### src/rtl/trap_pkg.sv
package trap_pkg;
  localparam int CODE_W = 6;
  localparam int SUB_W  = 9;

  localparam logic [CODE_W-1:0] CODE_INT        = 6'h00;
  localparam logic [CODE_W-1:0] CODE_SYSCALL    = 6'h0B;
  localparam logic [CODE_W-1:0] CODE_BREAK      = 6'h0C;
  localparam logic [CODE_W-1:0] CODE_ILLEGAL    = 6'h0D;
  localparam logic [CODE_W-1:0] CODE_PRIV_INSN  = 6'h0E;
  localparam logic [CODE_W-1:0] CODE_FP_OFF     = 6'h0F;
  localparam logic [CODE_W-1:0] CODE_VEC128_OFF = 6'h10;
  localparam logic [CODE_W-1:0] CODE_VEC256_OFF = 6'h11;
  localparam logic [CODE_W-1:0] CODE_FP_EXC     = 6'h12;
  localparam logic [CODE_W-1:0] CODE_DBG_BRK    = 6'h0C;

  typedef struct packed {
    logic       pg;
    logic       da;
    logic       ie;
    logic [1:0] plv;
  } mode_t;

  // Causes whose handler needs the PC as the faulting address
  function automatic logic loads_badv(input logic [CODE_W-1:0] c);
    case (c)
      CODE_SYSCALL, CODE_BREAK, CODE_ILLEGAL, CODE_PRIV_INSN,
      CODE_FP_OFF, CODE_VEC128_OFF, CODE_VEC256_OFF, CODE_FP_EXC: return 1'b1;
      default: return 1'b0;
    endcase
  endfunction
endpackage

### src/rtl/trap_irq_pick.sv
module trap_irq_pick #(
  parameter int NIRQ = 13,
  localparam int IDXW = (NIRQ > 1) ? $clog2(NIRQ) : 1
) (
  input  logic [NIRQ-1:0] pend,
  input  logic [NIRQ-1:0] mask,
  output logic            any,
  output logic [IDXW-1:0] idx
);
  logic [NIRQ-1:0] live;
  assign live = pend & mask;
  assign any  = |live;

  // Ascending scan: the last set bit seen is the highest index
  always_comb begin
    idx = '0;
    for (int i = 0; i < NIRQ; i++) begin
      if (live[i]) idx = IDXW'(i);
    end
  end
endmodule

### src/rtl/trap_vec_calc.sv
module trap_vec_calc #(
  parameter int AW       = 32,
  parameter int VSW      = 3,
  parameter int NIRQ     = 13,
  parameter int EXT_BASE = 64,
  localparam int IDXW = (NIRQ > 1) ? $clog2(NIRQ) : 1
) (
  input  logic [AW-1:0]              base,
  input  logic [VSW-1:0]             vs,
  input  logic                       use_irq,
  input  logic [IDXW-1:0]            irq_idx,
  input  logic [trap_pkg::CODE_W-1:0] code,
  output logic [AW-1:0]              target
);
  function automatic logic [AW-1:0] stride_of(input logic [VSW-1:0] s);
    return (s == '0) ? '0 : (AW'(4) << s);
  endfunction

  function automatic logic [AW-1:0] slot_of(input logic irq,
                                            input logic [IDXW-1:0] i,
                                            input logic [trap_pkg::CODE_W-1:0] c);
    return irq ? (AW'(EXT_BASE) + AW'(i)) : AW'(c);
  endfunction

  logic [AW-1:0] slot, stride;
  assign slot   = slot_of(use_irq, irq_idx, code);
  assign stride = stride_of(vs);
  assign target = base + slot * stride;
endmodule

### src/rtl/trap_entry_ctrl.sv
module trap_entry_ctrl
  import trap_pkg::*;
#(
  parameter int          AW       = 32,
  parameter int          NIRQ     = 13,
  parameter int          VSW      = 3,
  parameter int          EXT_BASE = 64,
  parameter logic [31:0] RESET_PC = 32'h1C00_0000,
  parameter logic [31:0] DBG_OFS  = 32'h0000_0480,
  localparam int IDXW = (NIRQ > 1) ? $clog2(NIRQ) : 1
) (
  input  logic              clk,
  input  logic              rst_n,
  input  logic [AW-1:0]     cur_pc,
  input  logic [NIRQ-1:0]   irq_in,
  input  logic              exc_req,
  input  logic [5:0]        exc_code,
  input  logic [8:0]        exc_sub,
  input  logic              tlb_refill,
  input  logic              dbg_brk_req,
  input  logic [AW-1:0]     eentry,
  input  logic [AW-1:0]     tlbr_entry,
  input  logic              wr_mode_en,
  input  logic [1:0]        wr_plv,
  input  logic              wr_ie,
  input  logic              wr_da,
  input  logic              wr_pg,
  input  logic              wr_cfg_en,
  input  logic [NIRQ-1:0]   wr_lie,
  input  logic [VSW-1:0]    wr_vs,
  output logic              redir_valid,
  output logic [AW-1:0]     redir_pc,
  output logic [1:0]        mode_plv,
  output logic              mode_ie,
  output logic              mode_da,
  output logic              mode_pg,
  output logic [NIRQ-1:0]   cfg_lie,
  output logic [VSW-1:0]    cfg_vs,
  output logic [1:0]        prev_plv,
  output logic              prev_ie,
  output logic [5:0]        st_ecode,
  output logic [8:0]        st_esub,
  output logic [AW-1:0]     ret_addr,
  output logic [AW-1:0]     bad_vaddr,
  output logic [1:0]        rfl_prev_plv,
  output logic              rfl_prev_ie,
  output logic [AW-1:0]     rfl_ret,
  output logic              dbg_state,
  output logic              dbg_cause_latch,
  output logic              dbg_int_flag,
  output logic [5:0]        dbg_ecode,
  output logic [AW-1:0]     dbg_ret
);
  mode_t           mode_q;
  logic [NIRQ-1:0] lie_q;
  logic [VSW-1:0]  vs_q;

  // Named events for the checker
  logic            irq_any, irq_ok;
  logic [IDXW-1:0] irq_idx;
  logic            take_dbp, take_dbi, take_irq, take_exc, take_rfl, take_any;
  logic [AW-1:0]   vec_target, next_pc;

  trap_irq_pick #(.NIRQ(NIRQ)) u_pick (
    .pend(irq_in), .mask(lie_q), .any(irq_any), .idx(irq_idx)
  );

  trap_vec_calc #(.AW(AW), .VSW(VSW), .NIRQ(NIRQ), .EXT_BASE(EXT_BASE)) u_vec (
    .base(eentry), .vs(vs_q), .use_irq(take_irq), .irq_idx(irq_idx),
    .code(exc_code), .target(vec_target)
  );

  assign irq_ok   = mode_q.ie && irq_any;
  assign take_dbp = dbg_brk_req;
  assign take_dbi = !take_dbp && irq_ok && dbg_state;
  assign take_irq = !take_dbp && irq_ok && !dbg_state;
  assign take_exc = !take_dbp && !irq_ok && exc_req;
  assign take_rfl = take_exc && tlb_refill;
  assign take_any = take_dbp || take_dbi || take_irq || take_exc;

  always_comb begin
    if (take_dbp || take_dbi) next_pc = eentry + AW'(DBG_OFS);
    else if (take_rfl)        next_pc = tlbr_entry;
    else                      next_pc = vec_target;
  end

  always_ff @(posedge clk or negedge rst_n) begin
    if (!rst_n) begin
      redir_valid     <= 1'b0;
      redir_pc        <= AW'(RESET_PC);
      mode_q          <= '{pg: 1'b0, da: 1'b1, ie: 1'b0, plv: 2'd0};
      lie_q           <= '0;
      vs_q            <= '0;
      prev_plv        <= '0;
      prev_ie         <= 1'b0;
      st_ecode        <= '0;
      st_esub         <= '0;
      ret_addr        <= '0;
      bad_vaddr       <= '0;
      rfl_prev_plv    <= '0;
      rfl_prev_ie     <= 1'b0;
      rfl_ret         <= '0;
      dbg_state       <= 1'b0;
      dbg_cause_latch <= 1'b0;
      dbg_int_flag    <= 1'b0;
      dbg_ecode       <= '0;
      dbg_ret         <= '0;
    end else begin
      redir_valid <= take_any;
      if (take_any) redir_pc <= next_pc;

      if (take_any) begin
        mode_q.plv <= 2'd0;
        mode_q.ie  <= 1'b0;
        if (take_rfl) begin
          mode_q.da <= 1'b1;
          mode_q.pg <= 1'b0;
        end
      end else if (wr_mode_en) begin
        mode_q <= '{pg: wr_pg, da: wr_da, ie: wr_ie, plv: wr_plv};
      end

      if (wr_cfg_en) begin
        lie_q <= wr_lie;
        vs_q  <= wr_vs;
      end

      if (take_irq || (take_exc && !tlb_refill)) begin
        st_ecode <= take_irq ? CODE_INT : exc_code;
        st_esub  <= take_irq ? '0 : exc_sub;
        prev_plv <= mode_q.plv;
        prev_ie  <= mode_q.ie;
        ret_addr <= cur_pc;
      end

      if (take_rfl) begin
        rfl_prev_plv <= mode_q.plv;
        rfl_prev_ie  <= mode_q.ie;
        rfl_ret      <= cur_pc >> 2;
      end

      if (take_exc && loads_badv(exc_code)) bad_vaddr <= cur_pc;

      if (take_dbp || take_dbi) begin
        dbg_ret   <= cur_pc;
        dbg_state <= 1'b1;
      end
      if (take_dbp) begin
        dbg_cause_latch <= 1'b1;
        dbg_ecode       <= CODE_DBG_BRK;
      end
      if (take_dbi) dbg_int_flag <= 1'b1;
    end
  end

  assign mode_plv = mode_q.plv;
  assign mode_ie  = mode_q.ie;
  assign mode_da  = mode_q.da;
  assign mode_pg  = mode_q.pg;
  assign cfg_lie  = lie_q;
  assign cfg_vs   = vs_q;
endmodule

### config.mk
export PLATFORM = sky130hd
export DESIGN_NAME = trap_entry_ctrl
export DESIGN_NICKNAME = d
export VERILOG_FILES = /design/src/rtl/trap_pkg.sv /design/src/rtl/trap_irq_pick.sv /design/src/rtl/trap_vec_calc.sv /design/src/rtl/trap_entry_ctrl.sv
export SDC_FILE = /design/constraint.sdc
export NUM_CORES = 1
export LEC_CHECK = 0
export BUFFER_PORTS_ARGS = -buffer_cell sky130_fd_sc_hd__buf_2
export CORE_ASPECT_RATIO = 0.5
export CORE_MARGIN = 2
export CORE_UTILIZATION = 25
export CTS_CLUSTER_DIAMETER = 50
export DETAILED_ROUTE_END_ITERATION = 8
export PLACE_DENSITY = 0.54
export SKIP_CTS_REPAIR_TIMING = 1
export SLEW_MARGIN = 10
export SYNTH_ARGS = -nofsm -noshare
export SYNTH_HDL_FRONTEND = slang
export SYNTH_SLANG_ARGS = --single-unit
### constraint.sdc
create_clock -name clk -period 8.1 [get_ports clk]
set_input_delay 1.215 -clock clk [delete_from_list [all_inputs] [get_ports clk]]
set_output_delay 1.215 -clock clk [all_outputs]
set_load 0.1 [all_outputs]
==> summary.txt, run 1 <==
Route
  – # DRC: 0
  – Total wire length: 38.72 mm
  – Initial DRC Count: 801
  – Routed vias: 10,190
  – Vias per cell: 4.406
  – Avg WL per Cell: 16.74 um
  – Drt first pass iters: 7
  – Final ANT Viol Nets: 0

Worst setup path
  – Arrival @ worst endpoint: 7900 ps
  – Slowest-stage cell, CP: fa_1
  – Type of destination of the critical path: flip-flop
  – Critical Path Source Type: input pin
  – R2R Setup Slk: 990 ps
  – Slowest stage delay, CP: about 550 ps
  – Req. time, crit path: 8530 ps
  – Crit path max fanout: 18
  – CP Class: input pin to flip-flop

CTS
  – Worst-path clk slew: ~60 ps
  – CTS root buf: clkbuf_16
  – TritonCTS clock tree: yes
  – CTS Buffer Depth: 3
  – Clk sink count: 204
  – Clock buffer count from CTS: 27
  – Clk Latency, worst-skew pair: 550 ps
  – H-Tree Depth: 1

Logic synthesis
  – Post-synth EDFFs: 0
  – Synth cell types: 75
  – Mean post-synth cell area: 9.252 sq um
  – Synth Register Bits: 204
  – Mapped Area: 12,110 sq um
  – Post-synth ARST share: 100.0%
  – Sequential area share after synthesis: 42.19%
  – Post-Syn Instances: 1,309
  – Synth Flop Type: dfrtp_1
  – Count of yosys warnings during synthesis: 0

Place
  – Gpl congestion: between 0.8 and 0.9
  – I/O Buffers: 357
  – HPWL Detailed: roughly 29 mm
  – Cells after DPL: 2,261

Timing
  – Slew headroom: about a quarter
  – Period minus WS final: roughly 7500 ps
  – Worst-Margin Slew: about 1100 ps
  – Endpoints failing setup: 0
  – TNS Setup: 0 ps
  – Final Hold Fails: 0
  – Final clock skew: about 15 ps
  – Setup repair after global routing missed its margin: no
  – Fin crit share: 92.23%
  – Max-slew violations: 0
  – Fmax: 133.9 MHz

Floorplanning
  – Chip width: 315.3 um
  – Initial core utilization: 25.57%
  – I/O Pins: 364
  – Die Ht: 159.6 um
  – Die area: 50,330 sq um
  – Core area: around 47,000 sq um
  – # rows: 56

Final layout
  – Final Non-Filler Cells: 2,313
  – Final nets: approximately 1,900
  – Layout cells sized above 1: 31.02%
  – Area delta synth->final: 27.53%

Pwr
  – Switching Share: about 49%
  – PD cells: 287.8 nW/um^2
  – Clk pwr share: between 20% and 30%
  – Sequential cell fraction of total power: 28.2%
  – Max rail drop VDD: 0.0001406 V
  – Sw Pwr: 2200 uW
  – Comb power frac: 43.8%
  – Pint: roughly 2200 uW
  – LEAKAGE: 0.008232 uW

Global routing
  – Initial antenna violation count: 3
  – Vias in the first global route: between 9,000 and 10,000
  – Congestion Overflow GR: 0
  – Pin count of the biggest net entering global routing: a little under 100
  – All-Layer GR Usage: 14.95%
  – First-pass GRT wire length: slightly below 60 mm

Worst hold path
  – Worst hold-check path type: flip-flop to flip-flop

Flow run
  – Total of max-cap violations: 0

Run status
  – Status: finished, final reports clean
per-stage QoR:
step / hold WS [ps] / power, uW / area, sq um / worst slack [ps] / util, %
floorplan: 733.7 / 2840 / 12130 / 323.3 / -
global placement: 445.8 / 3223 / 14500 / 174.6 / 30.61
detailed placement: 450.2 / 3237 / 14500 / 59.55 / 30.61
CTS: 464.6 / 4497 / 15440 / 632.0 / 32.60
global route: 474.3 / 4649 / 15440 / 283.6 / 32.61
finish: 460.8 / 4446 / 15440 / 629.4 / 32.61
Yosys cell counts (4+ instances only):
cell type	instances	share of area [%]
a211oi_1	7	0.43
a21o_1	7	0.43
a21oi_1	26	1.1
a22oi_1	7	0.43
a31o_2	6	0.43
a31oi_1	10	0.52
and3_1	4	0.21
buf_2	22	0.91
buf_4	14	0.87
buf_6	4	0.37
clkbuf_1	23	0.71
dfrtp_1	200	41
dfstp_2	4	0.87
fa_1	36	6.0
ha_1	84	8.7
inv_1	125	3.9
mux2_2	49	4.6
mux2i_1	10	0.83
nand2_1	367	11
nand2b_1	8	0.41
nand3_1	35	1.4
nand3b_1	4	0.25
nand4_1	5	0.26
nor2_1	89	2.8
nor3_1	6	0.25
o211ai_1	6	0.37
o21ai_0	23	0.95
o21ai_1	13	0.54
or2_2	5	0.26
xnor2_1	21	1.5
xor2_1	17	1.2
cell usage in the layout (no fill, tap or decap), drive strengths merged, types with 10 or more instances in the layout:
cell type,synthesis,routed
xor2,17,17
mux2i,10,10
a31oi,11,11
o21ai,37,37
fa,36,36
nand2,369,369
nand3,37,37
dfrtp,200,200
mux2,49,49
buf,42,373
a22oi,11,11
xnor2,21,21
inv,126,130
ha,84,84
nor2,89,89
a21oi,28,28
clkbuf,23,32
metal layers:
metal | GRT usage [%] | up-vias | routed length (um)
met2 | 27.72 | 163 | 20730
met4 | 3.878 | 0 | 964
met5 | 0 | - | 0
li1 | - | 4958 | -
met3 | 1.987 | 59 | 1285
met1 | 18.11 | 5011 | 15740
logic make-up (layout without fill, tap and decap cells):
logic type,count (synthesis),after routing,share of synthesized area (%)
AOI/OAI and AO/OA,149,149,8.865
buffers and inverters,191,550,6.922
muxes,59,59,5.383
other,1,8,0.03097
and+or+nand+nor,547,547,19.23
xor gates and xnor gates,38,38,2.748
DFF,204,204,42.19
adders and majority gates,120,120,14.63
power by group through the flow:
stage / Sequential [uW] / Clock (uW) / Combinational, uW
global placement: 1270 / 0 / 1950
global route: 1280 / 1330 / 2050
floorplan: 2400 / 0 / 443
finish: 1250 / 1240 / 1950
detailed placement: 1270 / 0 / 1960
CTS: 1260 / 1270 / 1970
critical path, delay by kind of cell:
family | cells | cell delay (ps)
AO/OA/AOI/OAI | 8 | 1570
XOR/XNOR | 1 | 170
adder cells (fa/ha/maj) | 9 | 3790
multiplexers | 1 | 130
buffers and inverters | 6 | 340
AND/OR/NAND/NOR | 3 | 650
sequential cells by signal (all words and copies together) (netlist names), 2 cells and up:
register,cells
bad_vaddr,32
dbg_ret,32
redir_pc,32
ret_addr,32
rfl_ret,30
cfg_lie,13
st_esub,9
st_ecode,6
cfg_vs,3
mode_plv,2
prev_plv,2
rfl_prev_plv,2
layout make-up:
cell class / count / area [sq um]
timing repair buffer: 374 / 1923
multi-input combinational: 919 / 6195
clock inverter: 19 / 220.2
fill: 5056 / 31920
sequential: 204 / 5110
clock buffer: 31 / 720.7
inverter: 126 / 473.0
antenna: 2 / 5.005
tap: 638 / 798.3
final timing paths:
| kind | from | endpoint | depth (start not counted) |
|---|---|---|---|
| setup / recovery | irq_in[2] | redir_pc[16]$_DFFE_PN0P_ | 28 |
| hold / removal | ret_addr[14]$_DFFE_PN0P_ | ret_addr[14]$_DFFE_PN0P_ | 2 |
| setup reg to reg | cfg_lie[2]$_DFFE_PN0P_ | redir_pc[16]$_DFFE_PN0P_ | 27 |
| hold reg to reg | ret_addr[14]$_DFFE_PN0P_ | ret_addr[14]$_DFFE_PN0P_ | 2 |
| max in group asynchronous | rst_n | ret_addr[7]$_DFFE_PN0P_ | 2 |
| min in group asynchronous | rst_n | ret_addr[17]$_DFFE_PN0P_ | 1 |
Power figures use the tool's default switching activity.
==> run 2, diff against run 1 <==
--- a/config.mk
+++ b/config.mk
@@ -5,13 +5,14 @@
 export SDC_FILE = /design/constraint.sdc
 export NUM_CORES = 1
 export LEC_CHECK = 0
+export ABC_AREA = 1
 export BUFFER_PORTS_ARGS = -buffer_cell sky130_fd_sc_hd__buf_2
 export CORE_ASPECT_RATIO = 0.5
 export CORE_MARGIN = 2
 export CORE_UTILIZATION = 25
 export CTS_CLUSTER_DIAMETER = 50
 export DETAILED_ROUTE_END_ITERATION = 8
-export PLACE_DENSITY = 0.54
+export PLACE_DENSITY = 0.53
 export SKIP_CTS_REPAIR_TIMING = 1
 export SLEW_MARGIN = 10
 export SYNTH_ARGS = -nofsm -noshare
==> run 2 against run 1 <==
Wire length rose by 15%. Cell count is 17% higher. Design area rose by 5.2%. Via count grew 15%. Sequential power hardly changed. Largest cell class unchanged.
==> summary.txt, run 2 <==
Timing
  – Endpoints failing setup: 0 (unchanged)
  – Worst-Margin Slew: 1064 ps (was 1104 ps)
  – Final Hold Fails: 0 (unchanged)
  – Final clock skew: 20.19 ps (was 15.06 ps)
  – Fin crit share: 89.18% (was 92.23%)
  – Max-slew violations: 0 (unchanged)
  – TNS Setup: 0 ps (unchanged)
  – Fmax: 138.4 MHz (was 133.9 MHz)
  – Period minus WS final: 7224 ps (was 7471 ps)
  – Slew headroom: 29.06% (was 26.19%)
  – Setup repair after global routing missed its margin: no (unchanged)
  – Worst Setup Slack, final: 876.1 ps (was 629.4 ps)

Route
  – Met3 wire len: 2.246 mm (was 1.285 mm)
  – Avg WL per Cell: 16.44 um (was 16.74 um)
  – Met1 wire length: 18.73 mm (was 15.74 mm)
  – Routed vias: 11,700 (was 10,190)
  – Drt first pass iters: 7 (unchanged)
  – Routed met2 length: 22.03 mm (was 20.73 mm)
  – Vias per cell: 4.335 (was 4.406)
  – Max Used Layer: met4 (unchanged)
  – # DRC: 0 (unchanged)
  – Total wire length: 44.37 mm (was 38.72 mm)
  – Initial DRC Count: 961 (was 801)
  – Final ANT Viol Nets: 0 (unchanged)

Floorplanning
  – Die area: 53,800 sq um (was 50,330 sq um)
  – Core area: 50,730 sq um (was 47,370 sq um)
  – Initial core utilization: 25.56% (was 25.57%)
  – Die Ht: 165.0 um (was 159.6 um)
  – Chip width: 326.0 um (was 315.3 um)
  – I/O Pins: 364 (unchanged)
  – # rows: 58 (was 56)

Pwr
  – Total power: 4612 uW (was 4446 uW)
  – LEAKAGE: 0.008895 uW (was 0.008232 uW)
  – PD cells: 283.7 nW/um^2 (was 287.8 nW/um^2)
  – Sw Pwr: 2350 uW (was 2200 uW)
  – Switching Share: 50.95% (was 49.49%)
  – Pint: 2262 uW (was 2246 uW)
  – Sequential cell fraction of total power: 27.7% (was 28.2%)
  – Comb power frac: 45.2% (was 43.8%)
  – Clk pwr share: 27.2% (was 27.9%)
  – Max rail drop VDD: 0.0002006 V (was 0.0001406 V)

Worst hold path
  – Worst hold-check path type: flip-flop to flip-flop (unchanged)

Logic synthesis
  – Post-synthesis simple-gate area fraction: 22.29% (was 19.23%)
  – Synth Register Bits: 204 (unchanged)
  – Mapped Area: 12,960 sq um (was 12,110 sq um)
  – Largest family of logic cells by synthesized area: simple AND/OR/NAND/NOR gates (unchanged)
  – Sequential area share after synthesis: 39.42% (was 42.19%)
  – Post-synth EDFFs: 0 (unchanged)
  – Post-synth ARST share: 100.0% (unchanged)
  – Synth Flop Type: dfrtp_1 (unchanged)
  – Commonest cells post-synth: nand2_1 (401), inv_1 (283), dfrtp_1 (200), nor2_1 (150), a21oi_1 (105) (was nand2_1 (367), dfrtp_1 (200), inv_1 (125), nor2_1 (89), ha_1 (84))
  – Post-Syn Instances: 1,649 (was 1,309)
  – Synth area leader: dfrtp_1 (unchanged)
  – Mean post-synth cell area: 7.862 sq um (was 9.252 sq um)
  – Mux contribution to synthesized area: 1.129% (was 5.383%)
  – Count of yosys warnings during synthesis: 0 (unchanged)
  – Most frequent cell after synthesis: nand2_1 (unchanged)
  – Area fraction in compound gates after synthesis: 9.931% (was 8.865%)
  – Yosys top cell area share: 38.61% (was 41.33%)
  – Top post-synthesis cells by area: dfrtp_1 (39%), nand2_1 (12%), inv_1 (8.2%) (was dfrtp_1 (41%), nand2_1 (11%), ha_1 (8.7%))
  – Synth Area in Adders: 13.67% (was 14.63%)
  – Synth cell types: 42 (was 75)
  – Post-synthesis xor/xnor area fraction: 1.959% (was 2.748%)

Worst setup path
  – Crit path max fanout: 12 (was 18)
  – Top delay family on crit path: adder cells (unchanged)
  – CP Class: input pin to flip-flop (unchanged)
  – Arrival @ worst endpoint: 7710 ps (was 7900 ps)
  – Critical Path Source Type: input pin (unchanged)
  – CP bufs+invs: 7 (was 6)
  – Slowest stage delay, CP: 560 ps (was 550 ps)
  – Most frequent CP cell: nand2_1
  – Slowest-stage cell, CP: fa_1 (unchanged)
  – Req. time, crit path: 8590 ps (was 8530 ps)
  – Type of destination of the critical path: flip-flop (unchanged)

Place
  – Gpl congestion: 0.9179 (was 0.8635)
  – Cells after DPL: 2,644 (was 2,261)
  – Setup WS pre-CTS: 278.2 ps (was 59.55 ps)
  – HPWL Detailed: 34.64 mm (was 28.81 mm)
  – I/O Buffers: 357 (unchanged)

Flow run
  – Total of max-cap violations: 0 (unchanged)

Final layout
  – Final Non-Filler Cells: 2,698 (was 2,313)
  – Most frequent cells in the layout: nand2_1 (401), buf_2 (356), inv_1 (283) (was nand2_1 (367), buf_2 (356), dfrtp_1 (200))
  – # fillers: 5,541 (was 5,056)
  – Final nets: 2,255 (was 1,924)
  – Most common cell after layout, fill and taps aside: nand2_1 (unchanged)
  – Layout cells sized above 1: 23.85% (was 31.02%)
  – Register area: 5110 sq um (unchanged)
  – Multi-input gate area: 6371 sq um (was 6195 sq um)
  – Area delta synth->final: 25.38% (was 27.53%)

Global routing
  – Initial antenna violation count: 4 (was 3)
  – Vias in the first global route: 11,240 (was 9,934)
  – First-pass GRT wire length: 66.65 mm (was 59.17 mm)
  – All-Layer GR Usage: 16.09% (was 14.95%)
  – Pin count of the biggest net entering global routing: 100 (was 98)
  – Congestion Overflow GR: 0 (unchanged)

CTS
  – Worst-path clk slew: 60 ps (about the same)
  – CTS Buffer Depth: 3 (unchanged)
  – Clock buffer count from CTS: 27 (unchanged)
  – H-Tree Depth: 1 (unchanged)
  – TritonCTS clock tree: yes (unchanged)
  – Clk Latency, worst-skew pair: 570 ps (was 550 ps)
  – CTS root buf: clkbuf_16 (unchanged)
  – Clk sink count: 204 (unchanged)

Run status
  – Status: finished, final reports clean (unchanged)
[run 2: per-layer routing]
metal  up-vias  GRT usage, %
met5         -             0
met3        73         2.570
li1       5810             -
met1      5544         20.67
met2       268         27.69
met4         0         5.362
[run 2: area by class of cell]
type / instances / area share [%]
antenna: 4 / 0.06158
clock buffer: 34 / 4.626
clock inverter: 16 / 1.147
inverter: 290 / 6.705
multi-input combinational: 1093 / 39.20
sequential: 204 / 31.44
tap: 690 / 5.311
timing repair buffer: 367 / 11.52
[run 2: power groups by stage]
| stage | clock, uW | combinational [uW] | sequential [uW] |
|---|---|---|---|
| 5_1_grt | 1330 | 2200 | 1300 |
| 3_3_place_gp | 0 | 2090 | 1290 |
| 2_1_floorplan | 0 | 450 | 2500 |
| 3_5_place_dp | 0 | 2100 | 1290 |
| 4_1_cts | 1280 | 2100 | 1280 |
| 6_report | 1250 | 2080 | 1280 |
[run 2: final timing paths]
path                            cells past startpoint  slack [ps]                       end                      from
min in group asynchronous                           1         630    st_esub[3]$_DFFE_PN0P_                     rst_n
worst max-delay path                               35         880  redir_pc[31]$_DFFE_PN0P_                 irq_in[4]
worst min-delay path                                1         460  dbg_int_flag$_DFFE_PN0P_  dbg_int_flag$_DFFE_PN0P_
worst min register to register                      1         460  dbg_int_flag$_DFFE_PN0P_  dbg_int_flag$_DFFE_PN0P_
max in group asynchronous                           2        6000  bad_vaddr[4]$_DFFE_PN0P_                     rst_n
worst max register to register                     34        1210  redir_pc[31]$_DFFE_PN0P_    cfg_lie[4]$_DFFE_PN0P_
[run 2: cells by family after synthesis]
group / count (synthesis)
compound gates: 235
xor+xnor: 29
fa+ha+maj: 120
flops: 204
other cells: 1
buf+inv: 357
simple gates: 690
mux: 13
[run 2: worst reg2reg max path, delay by kind of cell, from the launching register on]
| family | cells | cell delay [ps] |
|---|---|---|
| AO/OA/AOI/OAI | 2 | 310 |
| buffers and inverters | 6 | 350 |
| flip-flops | 1 | 400 |
| adder cells (fa/ha/maj) | 9 | 3850 |
| AND/OR/NAND/NOR | 17 | 1940 |
[run 2: stage by stage]
step / hold WS (ps) / area, sq um / utilization (%)
final: 462.7 / 16250 / 32.04
after global routing: 483.8 / 16250 / 32.04
after CTS: 458.3 / 16240 / 32.02
after detailed placement: 442.4 / 15310 / 30.17
after global placement: 454.0 / 15310 / 30.17
after floorplan: 718.5 / 12980 / -
==> run 3, diff against run 2 <==
--- a/config.mk
+++ b/config.mk
@@ -7,10 +7,11 @@
 export LEC_CHECK = 0
 export ABC_AREA = 1
 export BUFFER_PORTS_ARGS = -buffer_cell sky130_fd_sc_hd__buf_2
-export CORE_ASPECT_RATIO = 0.5
+export CORE_ASPECT_RATIO = 1.2
 export CORE_MARGIN = 2
 export CORE_UTILIZATION = 25
 export CTS_CLUSTER_DIAMETER = 50
+export CTS_CLUSTER_SIZE = 30
 export DETAILED_ROUTE_END_ITERATION = 8
 export PLACE_DENSITY = 0.53
 export SKIP_CTS_REPAIR_TIMING = 1
==> run 3 against run 2 <==
Sequential share of layout area barely moved. Critical endpoint is now redir_pc[24]$_DFFE_PN0P_. Cell count hardly changed. Largest power group unchanged. Setup slack worse by 100 ps.
==> summary.txt, run 3 (synthesis results as in run 2) <==
Final layout
  – Layout cells sized above 1: 23.74% (was 23.85%)
  – Most frequent cells in the layout: nand2_1 (401), buf_2 (356), inv_1 (283) (unchanged)
  – Layout Utilization: 31.61% (was 32.04%)
  – Final nets: 2,255 (unchanged)
  – Area delta synth->final: 25.22% (was 25.38%)
  – Most common cell after layout, fill and taps aside: nand2_1 (unchanged)

Place
  – Gpl congestion: 0.8900 (was 0.9179)
  – I/O Buffers: 357 (unchanged)
  – HPWL Detailed: 35.51 mm (was 34.64 mm)
  – Setup WS pre-CTS: 204.1 ps (was 278.2 ps)

Worst setup path
  – Launching point of the worst reg2reg path: cfg_lie[7]$_DFFE_PN0P_ (was cfg_lie[4]$_DFFE_PN0P_)
  – Arrival @ worst endpoint: 7790 ps (was 7710 ps)
  – Type of destination of the critical path: flip-flop (unchanged)
  – RR Endpoint: redir_pc[24]$_DFFE_PN0P_ (was redir_pc[31]$_DFFE_PN0P_)
  – Slowest stage delay, CP: 530 ps (was 560 ps)
  – Req. time, crit path: 8560 ps (was 8590 ps)
  – Worst r2r path cells: 36 (was 34)
  – R2R Setup Slk: 1130 ps (was 1210 ps)
  – Crit path max fanout: 11 (was 12)
  – Critical Path Source Type: input pin (unchanged)
  – Slowest-stage cell, CP: fa_1 (unchanged)
  – CP Class: input pin to flip-flop (unchanged)
  – Most frequent CP cell: nand2_1 (unchanged)

Pwr
  – Comb power frac: 45.4% (was 45.2%)
  – Sw Pwr: 2368 uW (was 2350 uW)
  – Max rail drop VDD: 0.0002060 V (was 0.0002006 V)
  – Clk pwr share: 26.6% (was 27.2%)
  – LEAKAGE: 0.008875 uW (was 0.008895 uW)
  – PD cells: 281.7 nW/um^2 (was 283.7 nW/um^2)
  – Sequential cell fraction of total power: 28.0% (was 27.7%)
  – Pint: 2205 uW (was 2262 uW)
  – Switching Share: 51.78% (was 50.95%)

Route
  – Vias per cell: 4.391 (was 4.335)
  – Total wire length: 45.59 mm (was 44.37 mm)
  – Routed vias: 11,850 (was 11,700)
  – Final ANT Viol Nets: 0 (unchanged)
  – Initial DRC Count: 504 (was 961)
  – # DRC: 0 (unchanged)
  – Avg WL per Cell: 16.89 um (was 16.44 um)
  – Drt first pass iters: 6 (was 7)

Timing
  – Final Hold Fails: 0 (unchanged)
  – Worst Setup Slack, final: 772.4 ps (was 876.1 ps)
  – Fin crit share: 90.46% (was 89.18%)
  – Setup repair after global routing missed its margin: no (unchanged)
  – Endpoints failing setup: 0 (unchanged)
  – Final clock skew: 19.27 ps (was 20.19 ps)
  – Fmax: 136.5 MHz (was 138.4 MHz)
  – TNS Setup: 0 ps (unchanged)
  – Max-slew violations: 0 (unchanged)
  – Period minus WS final: 7328 ps (was 7224 ps)
  – Slew headroom: 29.15% (was 29.06%)
  – Worst-Margin Slew: 1063 ps (was 1064 ps)

Worst hold path
  – WHS Path Cells: 2 (was 1)
  – Worst hold-check path type: flip-flop to flip-flop (unchanged)
  – Worst hold start: dbg_ret[3]$_DFFE_PN0N_ (was dbg_int_flag$_DFFE_PN0P_)
  – Worst-case hold path end point: dbg_ret[3]$_DFFE_PN0N_ (was dbg_int_flag$_DFFE_PN0P_)

CTS
  – H-Tree Depth: 1 (unchanged)
  – TritonCTS clock tree: yes (unchanged)
  – CTS Buffer Depth: 3 (unchanged)
  – Clk sink count: 204 (unchanged)
  – Worst-path clk slew: 70 ps (was 60 ps)
  – Clock buffer count from CTS: 25 (was 27)
  – CTS root buf: clkbuf_16 (unchanged)
  – Clk Latency, worst-skew pair: 550 ps (was 570 ps)

Flow run
  – Total of max-cap violations: 0 (unchanged)

Global routing
  – Congestion Overflow GR: 0 (unchanged)
  – All-Layer GR Usage: 17.14% (was 16.09%)
  – Initial antenna violation count: 2 (was 4)
  – Pin count of the biggest net entering global routing: 105 (was 100)
  – First-pass GRT wire length: 71.13 mm (was 66.65 mm)
  – Vias in the first global route: 12,730 (was 11,240)

Floorplanning
  – Core area: 51,350 sq um (was 50,730 sq um)
  – # rows: 91 (was 58)
  – Initial core utilization: 25.25% (was 25.56%)
  – Die area: 53,700 sq um (was 53,800 sq um)
  – Chip width: 211.9 um (was 326.0 um)
  – I/O Pins: 364 (unchanged)
  – Die Ht: 253.5 um (was 165.0 um)

Run status
  – Status: finished, final reports clean (unchanged)
## run 3: cell types whose count changed in the layout (fill, tap and decap cells not counted), moves of 2 or more
cell | previous run | this run
clkbuf_16 | 27 | 25
inv_6 | 4 | 0
clkinv_8 | 1 | 3
diode_2 | 4 | 1
clkinv_2 | 5 | 0
clkinv_4 | 1 | 3
clkbuf_8 | 5 | 2
buf_4 | 10 | 12
inv_12 | 0 | 2
inv_8 | 1 | 3
## run 3: stage by stage
step | total power [uW] | cells | hold WS, ps | area, sq um
after CTS | 4631 | 2698 | 483.6 | 16230
after global routing | 4802 | 2699 | 502.7 | 16230
after detailed placement | 3385 | 2653 | 467.8 | 15330
after floorplan | 2949 | 1654 | 718.5 | 12980
final | 4574 | 2699 | 476.2 | 16230
after global placement | 3375 | 2653 | 461.4 | 15330
## run 3: how the worst max path moves through the flow
stage | startpoint | end | slack, ps
global placement | irq_in[11] | redir_pc[31]$_DFFE_PN0P_ | 310
global route | irq_in[7] | redir_pc[31]$_DFFE_PN0P_ | 290
detailed placement | irq_in[11] | redir_pc[24]$_DFFE_PN0P_ | 200
finish | irq_in[11] | redir_pc[24]$_DFFE_PN0P_ | 770
floorplan | irq_in[10] | redir_pc[24]$_DFFE_PN0P_ | 850
CTS | irq_in[11] | redir_pc[24]$_DFFE_PN0P_ | 790
## run 3: critical path: cells and delay by family
| family | cells | cell delay (ps) |
|---|---|---|
| fa+ha+maj | 9 | 3670 |
| simple gates | 17 | 1640 |
| buf+inv | 8 | 620 |
| compound gates | 3 | 610 |
## run 3: power by group through the flow
stage | Combinational, uW | Clock, uW | Sequential (uW)
global placement | 2090 | 0 | 1290
CTS | 2090 | 1260 | 1280
floorplan | 450 | 0 | 2500
finish | 2070 | 1220 | 1280
detailed placement | 2090 | 0 | 1290
global route | 2200 | 1300 | 1300
## run 3: area by class of cell
| type | count | area, sq um |
|---|---|---|
| sequential | 204 | 5110 |
| tap | 697 | 872.1 |
| antenna | 1 | 2.502 |
| multi-input combinational | 1093 | 6371 |
| clock inverter | 17 | 256.5 |
| timing repair buffer | 369 | 1886 |
| clock buffer | 28 | 646.9 |
| fill | 5544 | 35120 |
| inverter | 290 | 1089 |
## run 3: metal layers
metal / up-vias / routed length (um) / track usage (%)
met5: - / 16 / 0
met4: 2 / 1537 / 5.936
met3: 70 / 3531 / 4.869
met2: 358 / 22660 / 30.68
met1: 5623 / 17840 / 19.44
li1: 5798 / - / -
